[src/rtl/irq_qual_pkg.sv]
package irq_qual_pkg;

    localparam int NREQ_DEF  = 8;
    localparam int LVL_W_DEF = 3;
    localparam int STK_DEF   = 4;

    typedef enum logic [1:0] {
        PM_RUN  = 2'd0,
        PM_WAIT = 2'd1,
        PM_STOP = 2'd2
    } pm_t;

    typedef struct packed {
        logic wake;
        logic resume;
    } wake_info_t;

    function automatic logic is_low_power(input pm_t m);
        return (m == PM_WAIT) || (m == PM_STOP);
    endfunction

endpackage

[src/rtl/irq_prio_pick.sv]
module irq_prio_pick #(
    parameter int N  = irq_qual_pkg::NREQ_DEF,
    parameter int LW = irq_qual_pkg::LVL_W_DEF,
    localparam int IW = (N > 1) ? $clog2(N) : 1
) (
    input  logic [N-1:0]    valid_i,
    input  logic [N*LW-1:0] lvl_i,
    output logic            any_o,
    output logic [IW-1:0]   idx_o,
    output logic [LW-1:0]   lvl_o
);
    always_comb begin
        any_o = 1'b0;
        idx_o = '0;
        lvl_o = '0;
        for (int i = N - 1; i >= 0; i--) begin
            if (valid_i[i] && (!any_o || lvl_i[i*LW +: LW] >= lvl_o)) begin
                any_o = 1'b1;
                idx_o = IW'(i);
                lvl_o = lvl_i[i*LW +: LW];
            end
        end
    end
endmodule

[src/rtl/irq_lvl_stack.sv]
module irq_lvl_stack #(
    parameter int LW    = irq_qual_pkg::LVL_W_DEF,
    parameter int DEPTH = irq_qual_pkg::STK_DEF,
    localparam int CW = $clog2(DEPTH + 1),
    localparam int PW = (DEPTH > 1) ? $clog2(DEPTH) : 1
) (
    input  logic          clk,
    input  logic          rst,
    input  logic          push_i,
    input  logic          pop_i,
    input  logic [LW-1:0] din_i,
    output logic [LW-1:0] top_o,
    output logic          full_o
);
    logic [LW-1:0] mem [DEPTH];
    logic [CW-1:0] cnt;
    logic [CW-1:0] cm1;

    assign cm1    = cnt - CW'(1);
    assign full_o = (cnt == CW'(DEPTH));
    assign top_o  = (cnt == '0) ? '0 : mem[cm1[PW-1:0]];

    always_ff @(posedge clk) begin
        if (rst) begin
            cnt <= '0;
            for (int i = 0; i < DEPTH; i++) mem[i] <= '0;
        end else if (push_i && !full_o) begin
            mem[cnt[PW-1:0]] <= din_i;
            cnt <= cnt + CW'(1);
        end else if (pop_i && cnt != '0) begin
            cnt <= cm1;
        end
    end


    stack_bound_chk: assert property (@(posedge clk) disable iff (rst)
        cnt <= CW'(DEPTH));


    stack_empty_pop_chk: assert property (@(posedge clk) disable iff (rst)
        (pop_i && !push_i && cnt == '0) |=> (cnt == '0));
endmodule

[src/rtl/irq_wake_sync.sv]
module irq_wake_sync
    import irq_qual_pkg::*;
(
    input  logic       clk,
    input  logic       rst,
    input  wake_info_t raw_i,
    output logic       wake_o,
    output logic       resume_o
);
    wake_info_t s1, s2, s3;

    always_ff @(posedge clk) begin
        if (rst) begin
            s1 <= '0;
            s2 <= '0;
            s3 <= '0;
        end else begin
            s1 <= raw_i;
            s2 <= s1;
            s3 <= s2;
        end
    end

    assign wake_o   = s2.wake & ~s3.wake;
    assign resume_o = wake_o & s2.resume;


    wake_pulse_chk: assert property (@(posedge clk) disable iff (rst)
        wake_o |=> !wake_o);
endmodule

[src/rtl/irq_wake_qual.sv]
module irq_wake_qual
    import irq_qual_pkg::*;
#(
    parameter int N     = NREQ_DEF,
    parameter int LW    = LVL_W_DEF,
    parameter int DEPTH = STK_DEF,
    localparam int IW  = $clog2(N + 1),
    localparam int PIW = (N > 1) ? $clog2(N) : 1
) (
    input  logic          clk,
    input  logic          rst,
    input  logic [N-1:0]  req_i,
    input  logic [N-1:0]  en_i,
    input  logic [N-1:0]  async_i,
    input  logic [N*LW-1:0] lvl_i,
    input  logic          xreq_i,
    input  logic          xmask_i,
    input  logic          cli_i,
    input  logic          sei_i,
    input  logic          ret_i,
    input  logic [1:0]    mode_i,
    output logic          wake_o,
    output logic          resume_o,
    output logic          disp_o,
    output logic [IW-1:0] disp_idx_o,
    output logic          imask_o,
    output logic [LW-1:0] cur_lvl_o
);
    localparam logic [LW-1:0] LVL_MAX = '1;

    pm_t mode;
    assign mode = pm_t'(mode_i);

    logic [N-1:0] qual;
    for (genvar k = 0; k < N; k++) begin : g_qual
        assign qual[k] = req_i[k] & en_i[k] & ~imask_o
                       & (lvl_i[k*LW +: LW] > cur_lvl_o);
    end

    logic           pk_any;
    logic [PIW-1:0] pk_idx;
    logic [LW-1:0]  pk_lvl;

    irq_prio_pick #(.N(N), .LW(LW)) u_pick (
        .valid_i (qual),
        .lvl_i   (lvl_i),
        .any_o   (pk_any),
        .idx_o   (pk_idx),
        .lvl_o   (pk_lvl)
    );

    logic          stk_full;
    logic [LW-1:0] stk_top;
    logic          x_take, m_take, take;

    assign x_take = xreq_i & ~xmask_i & (cur_lvl_o != LVL_MAX) & ~stk_full;
    assign m_take = pk_any & ~stk_full;
    assign take   = (mode == PM_RUN) & (x_take | m_take);

    irq_lvl_stack #(.LW(LW), .DEPTH(DEPTH)) u_stack (
        .clk    (clk),
        .rst    (rst),
        .push_i (take),
        .pop_i  (ret_i & ~take),
        .din_i  (cur_lvl_o),
        .top_o  (stk_top),
        .full_o (stk_full)
    );

    always_ff @(posedge clk) begin
        if (rst) begin
            imask_o    <= 1'b1;
            cur_lvl_o  <= '0;
            disp_o     <= 1'b0;
            disp_idx_o <= '0;
        end else begin
            disp_o <= 1'b0;
            if (take) begin
                disp_o     <= 1'b1;
                imask_o    <= 1'b1;
                disp_idx_o <= x_take ? IW'(N) : IW'(pk_idx);
                cur_lvl_o  <= x_take ? LVL_MAX : pk_lvl;
            end else if (ret_i) begin
                cur_lvl_o <= stk_top;
                imask_o   <= 1'b0;
            end else if (cli_i) begin
                imask_o <= 1'b0;
            end else if (sei_i) begin
                imask_o <= 1'b1;
            end
        end
    end

    // Wake qualification: stop mode sees only asynchronous sources.
    logic       any_mode;
    wake_info_t raw;

    always_comb begin
        unique case (mode)
            PM_WAIT: any_mode = |qual;
            PM_STOP: any_mode = |(qual & async_i);
            default: any_mode = 1'b0;
        endcase
        raw.wake   = is_low_power(mode) & (any_mode | xreq_i);
        raw.resume = is_low_power(mode) & xreq_i & xmask_i & ~any_mode;
    end

    irq_wake_sync u_sync (
        .clk      (clk),
        .rst      (rst),
        .raw_i    (raw),
        .wake_o   (wake_o),
        .resume_o (resume_o)
    );


    disp_pulse_chk: assert property (@(posedge clk) disable iff (rst)
        disp_o |=> !disp_o);


    disp_mask_chk: assert property (@(posedge clk) disable iff (rst)
        disp_o |-> imask_o);


    disp_lvl_chk: assert property (@(posedge clk) disable iff (rst)
        disp_o |-> (cur_lvl_o > $past(cur_lvl_o)));


    disp_run_chk: assert property (@(posedge clk) disable iff (rst)
        disp_o |-> ($past(mode_i) == PM_RUN));


    resume_wake_chk: assert property (@(posedge clk) disable iff (rst)
        resume_o |-> wake_o);
endmodule

[config.mk]
export PLATFORM = sky130hd
export DESIGN_NAME = irq_wake_qual
export DESIGN_NICKNAME = d
export VERILOG_FILES = /design/src/rtl/irq_qual_pkg.sv /design/src/rtl/irq_prio_pick.sv /design/src/rtl/irq_lvl_stack.sv /design/src/rtl/irq_wake_sync.sv /design/src/rtl/irq_wake_qual.sv
export SDC_FILE = /design/constraint.sdc
export NUM_CORES = 1
export LEC_CHECK = 0
export ABC_CLOCK_PERIOD_IN_PS = 14550
export BUFFER_PORTS_ARGS = -buffer_cell sky130_fd_sc_hd__buf_2
export CORE_UTILIZATION = 55
export DETAILED_ROUTE_END_ITERATION = 7
export PLACE_DENSITY = 0.9
export SYNTH_ARGS = -nofsm -noshare
export SYNTH_HDL_FRONTEND = slang
export SYNTH_SLANG_ARGS = --single-unit
[constraint.sdc]
create_clock -name clk -period 14.55 [get_ports clk]
set_clock_uncertainty 0.1 [all_clocks]
set_input_delay 2.1825 -clock clk [delete_from_list [all_inputs] [get_ports clk]]
set_output_delay 2.1825 -clock clk [all_outputs]
set_load 0.005 [all_outputs]
Word-level counts from Yosys, hierarchy flattened
Memories as Yosys holds them, arrays and structs flattened.
Index checks and enable logic that the tools add are counted.
- mux-type cells: 44
- reduce and logical (&&, ||, !) cells: 35
- bitwise operators: 45
- add/subtract/negate cells: 2
- eq/ne operators: 4
- magnitude comparators: 15
- operators by type and width (cell ; number):
    $mux W3 ; 23
    $and A1 B1 Y1 ; 36
    $gt A3 B3 Y1 ; 8
    $ge A3 B3 Y1 ; 7
    $mux W1 ; 18
    $reduce_or A8 Y1 ; 2
    $logic_and A1 B1 Y1 ; 9
    $and A8 B8 Y8 ; 1
    $logic_not A1 Y1 ; 8
    $logic_or A1 B1 Y1 ; 8
    $not A1 Y1 ; 6
    $reduce_bool A3 Y1 ; 2
    $mux W4 ; 1
    $reduce_bool A2 Y1 ; 2
    $add A3 B1 Y3 const B ; 1
    $eq A3 B3 Y1 const B ; 1
    $logic_not A3 Y1 ; 1
    $ne A3 B3 Y1 const B ; 1
    $reduce_or A3 Y1 ; 1
    $sub A3 B1 Y3 const B ; 1
    $eq A2 B1 Y1 const B ; 1
    $eq A2 B2 Y1 const B ; 1
    $logic_not A2 Y1 ; 1
    $mux W2 ; 1
    3 further kinds ; 4
- memories: 1
- word-level logic and storage cells: 156
- RAM bits: 12
- register bits: 17
- memories (memory ; words ; bits a word ; rd ports ; clocked after memory_dff ; write ports ; RTL line ; RTL):
    u_stack.mem ; 4 ; 3 ; 1 ; 0 ; 4 ; irq_lvl_stack.sv:15 ; logic [LW-1:0] mem [DEPTH];

Logic depth before layout (Yosys ltp)
- word-level depth: 41
- mapped depth: 57
- gate-level depth less buffers: 57

Modules after synthesis
From an unflattened synthesis, not the netlist that was laid out.
- cell total of the unflattened synthesis: 367
- area total of the unflattened synthesis: 3295.7 sq um
- by module, submodules not included (module ; instances ; cells each ; area an instance (sq um)):
    irq_wake_qual ; 1 ; 138 ; 1133.6
    irq_prio_pick ; 1 ; 145 ; 1114.8
    irq_lvl_stack ; 1 ; 72 ; 900.9
    irq_wake_sync ; 1 ; 12 ; 146.4

Worst setup path after synthesis
Ideal clock, no wire load.
- kind: input to register
- start point: in lvl_i[23]
- end point: reg disp_idx_o[2]
- stages on the path: 54
- arrival time: 11.869 ns
- path buffers: 0
- setup slack: 2.520 ns
- cells stage by stage: ha_1 > nand2_1 > o21ai_1 > nand2_1 > nor2_1 > ha_1 > o21ai_0 > a21oi_1 > o21a_1 > a22o_1 > ha_1 > nand2b_1 > a21o_1 > a21o_1 > o21a_1 > a221oi_1 > a21oi_1 > ha_1 > (+18 left out) > nand2b_1 > mux2_2 > ha_1 > nand2b_1 > a21o_1 > a21oi_1 > o22ai_1 > a22o_1 > a21oi_1 > inv_1 > ha_1 > nand2b_1 > a21oi_1 > nor2b_1 > o31ai_1 > nand2b_1 > nor4_1 > a32o_1
- word-level cells in the longest chain between the ends: 34
- ends and longest elaborated chain (what ; RTL line ; RTL):
    from (decl) ; irq_wake_qual.sv:15 ; input logic [N*LW-1:0] lvl_i,
    $gt A3 B3 Y1 ; irq_wake_qual.sv:37 ; & (lvl_i[k*LW +: LW] > cur_lvl_o);
    $and A1 B1 Y1 ; irq_wake_qual.sv:37 ;
    $mux W3 / $mux W1 (equally long branches) ; irq_prio_pick.sv:17 ; if (valid_i[i] && (!any_o || lvl_i[i*LW +: LW] >= lvl_o)) begin
    $ge A3 B3 Y1 / $logic_not A1 Y1 (equally long branches) ; irq_prio_pick.sv:17 ;
    $logic_or A1 B1 Y1 ; irq_prio_pick.sv:17 ;
    $logic_and A1 B1 Y1 ; irq_prio_pick.sv:17 ;
    $mux W3 / $mux W1 (equally long branches) ; irq_prio_pick.sv:17 ;
    $ge A3 B3 Y1 / $logic_not A1 Y1 (equally long branches) ; irq_prio_pick.sv:17 ;
    (+18 left out) ; - ;
    $mux W3 / $mux W1 (equally long branches) ; irq_prio_pick.sv:17 ;
    $ge A3 B3 Y1 / $logic_not A1 Y1 (equally long branches) ; irq_prio_pick.sv:17 ;
    $logic_or A1 B1 Y1 ; irq_prio_pick.sv:17 ;
    $logic_and A1 B1 Y1 ; irq_prio_pick.sv:17 ;
    $mux W1 ; irq_prio_pick.sv:17 ;
    $and A1 B1 Y1 ; irq_wake_qual.sv:57 ; assign m_take = pk_any & ~stk_full;
    $or A1 B1 Y1 ; irq_wake_qual.sv:58 ; assign take = (mode == PM_RUN) & (x_take | m_take);
    $and A1 B1 Y1 ; irq_wake_qual.sv:58 ;
    to (signal assigned) ; irq_wake_qual.sv:81 ; disp_idx_o <= x_take ? IW'(N) : IW'(pk_idx);
    to (decl) ; irq_wake_qual.sv:25 ; output logic [IW-1:0] disp_idx_o,
Several ways; a longest one is shown, not always the timed one.
A chain may end at the register's enable or synchronous reset.

Worst setup path in the final report
Ends and elaborated chain as after synthesis.

==> flow_summary_export.csv <==
group,metric,value,unit
sta,timing.final.hold_violations,0,
pwr,switching_share,40.49,%
pwr,p_int,0.0001986,W
pwr,peakVddDrop,0.07000,mV
min_path,holdPathEnd,"u_sync.s2[1]$_SDFF_PP0_",
setup_path,ff2ff_path_depth,55,
place,detailedPlace.worstSlack,1.192,ns
setup_path,critPathLaunch,"lvl_i[23]",
sta,setup_viol,0,
yosys,synth-edff-count,12,
min_path,holdPathStages,1,
global_route,overflow,0,
pwr,pwr-share-clk,18.7,%
cells_and_area,layout_commonest_cell,"buf_2",
global_route,grt_pass1_wl,12010,µm
clock_network,insertion_delay,0.28,ns
global_route,grt_use_total,28.00,%
floorplan,start_util,57.47,%
global_route,antenna_found_initial,0,
status,status,"completed",
setup_path,r2r-start,"cur_lvl_o[2]$_SDFFE_PP0P_",
cells_and_area,area_delta_synth_final,16.07,%
setup_path,r2r-end,"disp_idx_o[2]$_SDFFE_PP0P_",
cells_and_area,drive_gt1_share,20.44,%
floorplan,core-area,5107,µm²
clock_network,clock_path_buffers,2,
sta,tns,0,ns
sta,final_max_slew_viol_count,0,
routing,remaining_drc_errors,0,
place,io_buffers,67,
setup_path,arrival,13.34,ns
clock_network,post_cts_buffers,0,
floorplan,die_area,5633,µm²
routing,vias,2913,
yosys,synth_area,2935,µm²
floorplan,rows,26,
cells_and_area,num-fill-cells,437,
clock_network,cts_tree,"built",
floorplan,pin_count,68,
clock_network,path_clk_slew,0.06,ns
cells_and_area,final_cell_mix,"buf_2 (67), ha_1 (51), nand2_1 (34), inv_1 (28), nor2_1 (25)",
sta,fin_crit_sh,90.84,%
pwr,p_comb_share,48.2,%
yosys,syn_inst,342,
setup_path,start_kind,"input port",
setup_path,reg2reg_slack,2.67,ns
sta,max_freq,0.07566,GHz
routing,drt-total-wl,7484,µm
setup_path,worstPathMaxFanout,10,
global_route,grt_max_degree,19,
place,place_congestion,0.9236,
floorplan,die_y,75.06,µm
yosys,yosysSeqAreaShare,23.87,%
flow_run,drv_cap,0,
min_path,hold_class,"reg2reg",
yosys,synth_cell_types,59,
pwr,power_density,97.93,nW/µm²
global_route,grt_pass1_vias,2732,
yosys,synth_warnings,0,
setup_path,worstPathRequired,14.67,ns
cells_and_area,antenna_cells,0,
sta,worst_slack,1.333,ns
yosys,synthArstFlopShare,0,%
pwr,leakagePower,1.606,nW
setup_path,path_class,"in2reg",
clock_network,cts-root-buf,"clkbuf_8",
routing,dr.first_iter.drc_count,204,
routing,drtAntennaViolNets,0,
routing,vias_per_cell,6.056,
yosys,synth-main-ff-cell,"dfxtp_1",
cells_and_area,utilization,66.71,%
clock_network,numCtsBuffers,5,
cells_and_area,nNetsFinal,518,
sta,maxSlewHeadroom,56.79,%
clock_network,cts_resized,0,
routing,first_pass_iters,6,
place,dp_hpwl,6136,µm
min_path,worstHoldStart,"u_sync.s1[1]$_SDFF_PP0_",
floorplan,die_x,75.06,µm
clock_network,cts_hold_buf,0,
routing,wl_per_cell,15.56,µm
yosys,syn_area_per_cell,8.583,µm²
setup_path,cpMaxStageDelayCell,"o31ai_1",
clock_network,htree_levels,2,
setup_path,slowest_delay,0.42,ns
sta,min_period,13.22,ns
yosys,synth_nets,450,
pwr,seqPwrFrac,33.0,%
yosys,ys_ff_latch,29,
setup_path,end_kind,"flip-flop",
pwr,p_switching,0.0001351,W
sta,worst_pin_slew,0.6481,ns
clock_network,cts.sinks,29,
sta,rsz0062_at_grt,"no",
## through the flow
step	std cells	instance area [µm²]	power, W	hold slack (ns)
floorplan	342	2935	0.0002253	0.3138
global placement	473	3324	0.0002618	0.3178
detailed placement	473	3324	0.0002710	0.3256
CTS	481	3407	0.0003330	0.3405
global route	481	3407	0.0003607	0.3665
finish	481	3407	0.0003337	0.3417
## logic make-up (layout without fill, tap and decap cells)
logic type      after synthesis  in the layout  share of synthesized area, %
compound gates              107            107                         26.47
buf+inv                      34            103                         4.731
fa+ha+maj                    51             51                         21.74
flops                        29             29                         23.87
xor+xnor                      1              1                        0.2984
mux                           6              6                         3.410
simple gates                114            114                         19.48
## flip-flops by register name, summed over array words and instances (netlist names)
name	flops
u_stack.mem	12
cur_lvl_o	3
disp_idx_o	4
u_sync.s1	2
imask_o	1
u_sync.s3	1
disp_o	1
u_sync.s2	2
u_stack.cnt	3
## power groups by stage
stage | Clock, W | Sequential (W) | Combinational, W
floorplan | 0 | 0.000103 | 0.000122
global placement | 0 | 0.000111 | 0.000151
detailed placement | 0 | 0.000112 | 0.000159
CTS | 0.0000628 | 0.000110 | 0.000160
global route | 0.0000668 | 0.000112 | 0.000181
finish | 0.0000625 | 0.000110 | 0.000161
## final cells by class
type	instances	area, µm²	share of cell area [%]
Multi-Input combinational cell	279	2096	61.51
Timing Repair Buffer	67	335.3	9.842
Clock inverter	2	10.01	0.2938
Tap cell	70	87.58	2.571
Clock buffer	6	72.57	2.130
Inverter	28	105.1	3.085
Sequential cell	29	700.7	20.57
## cells in the mapped netlist (2+ instances only)
| cell | instances | area [µm²] |
|---|---|---|
| nand2b_1 | 8 | 50.05 |
| o211ai_1 | 4 | 30.03 |
| and2_1 | 5 | 31.28 |
| edfxtp_1 | 12 | 360.4 |
| o32ai_1 | 2 | 17.52 |
| o221ai_1 | 2 | 17.52 |
| o21ai_1 | 2 | 10.01 |
| or3_1 | 4 | 25.02 |
| a22o_1 | 6 | 52.55 |
| a22oi_1 | 3 | 22.52 |
| a21o_1 | 7 | 52.55 |
| a21oi_1 | 24 | 120.1 |
| o211a_1 | 3 | 30.03 |
| a21boi_0 | 3 | 22.52 |
| nand3b_1 | 3 | 22.52 |
| nand4b_1 | 2 | 17.52 |
| a211oi_1 | 3 | 22.52 |
| clkbuf_1 | 4 | 15.01 |
| nand2_1 | 34 | 127.6 |
| nor3_1 | 4 | 20.02 |
| nor2_1 | 25 | 93.84 |
| a311oi_1 | 4 | 35.03 |
| mux4_2 | 3 | 67.56 |
| nand4_1 | 2 | 12.51 |
| nand3_1 | 10 | 50.05 |
| o22ai_1 | 3 | 18.77 |
| o31ai_1 | 6 | 45.04 |
| o21ai_0 | 12 | 60.06 |
| ha_1 | 51 | 638.1 |
| dfxtp_1 | 17 | 340.3 |
| a32oi_1 | 2 | 17.52 |
| inv_1 | 28 | 105.1 |
| a31oi_1 | 2 | 12.51 |
| o21a_1 | 8 | 60.06 |
| nor2b_1 | 10 | 62.56 |
## worst max-delay path: cells and delay by family
kind | cells | cell delay, ns
compound gates | 30 | 6.36
fa+ha+maj | 8 | 2.16
simple gates | 14 | 2.10
mux | 1 | 0.34
buf+inv | 2 | 0.18
## worst max path at each step
| stage | to | slack, ns |
|---|---|---|
| 6_report | disp_idx_o[2]$_SDFFE_PP0P_ | 1.33 |
| 3_3_place_gp | disp_idx_o[2]$_SDFFE_PP0P_ | 1.61 |
| 4_1_cts | disp_idx_o[2]$_SDFFE_PP0P_ | 1.43 |
| 5_1_grt | disp_idx_o[2]$_SDFFE_PP0P_ | 0.45 |
| 2_1_floorplan | disp_idx_o[2]$_SDFFE_PP0P_ | 2.52 |
| 3_5_place_dp | disp_idx_o[2]$_SDFFE_PP0P_ | 1.19 |
## per-layer routing
layer	wire length (µm)	GRT usage (%)
met1	3124	33.17
met2	3703	50.75
met3	447	3.748
met4	209	11.32
met5	0	0
Note: power is estimated with default switching activity, not from simulation.
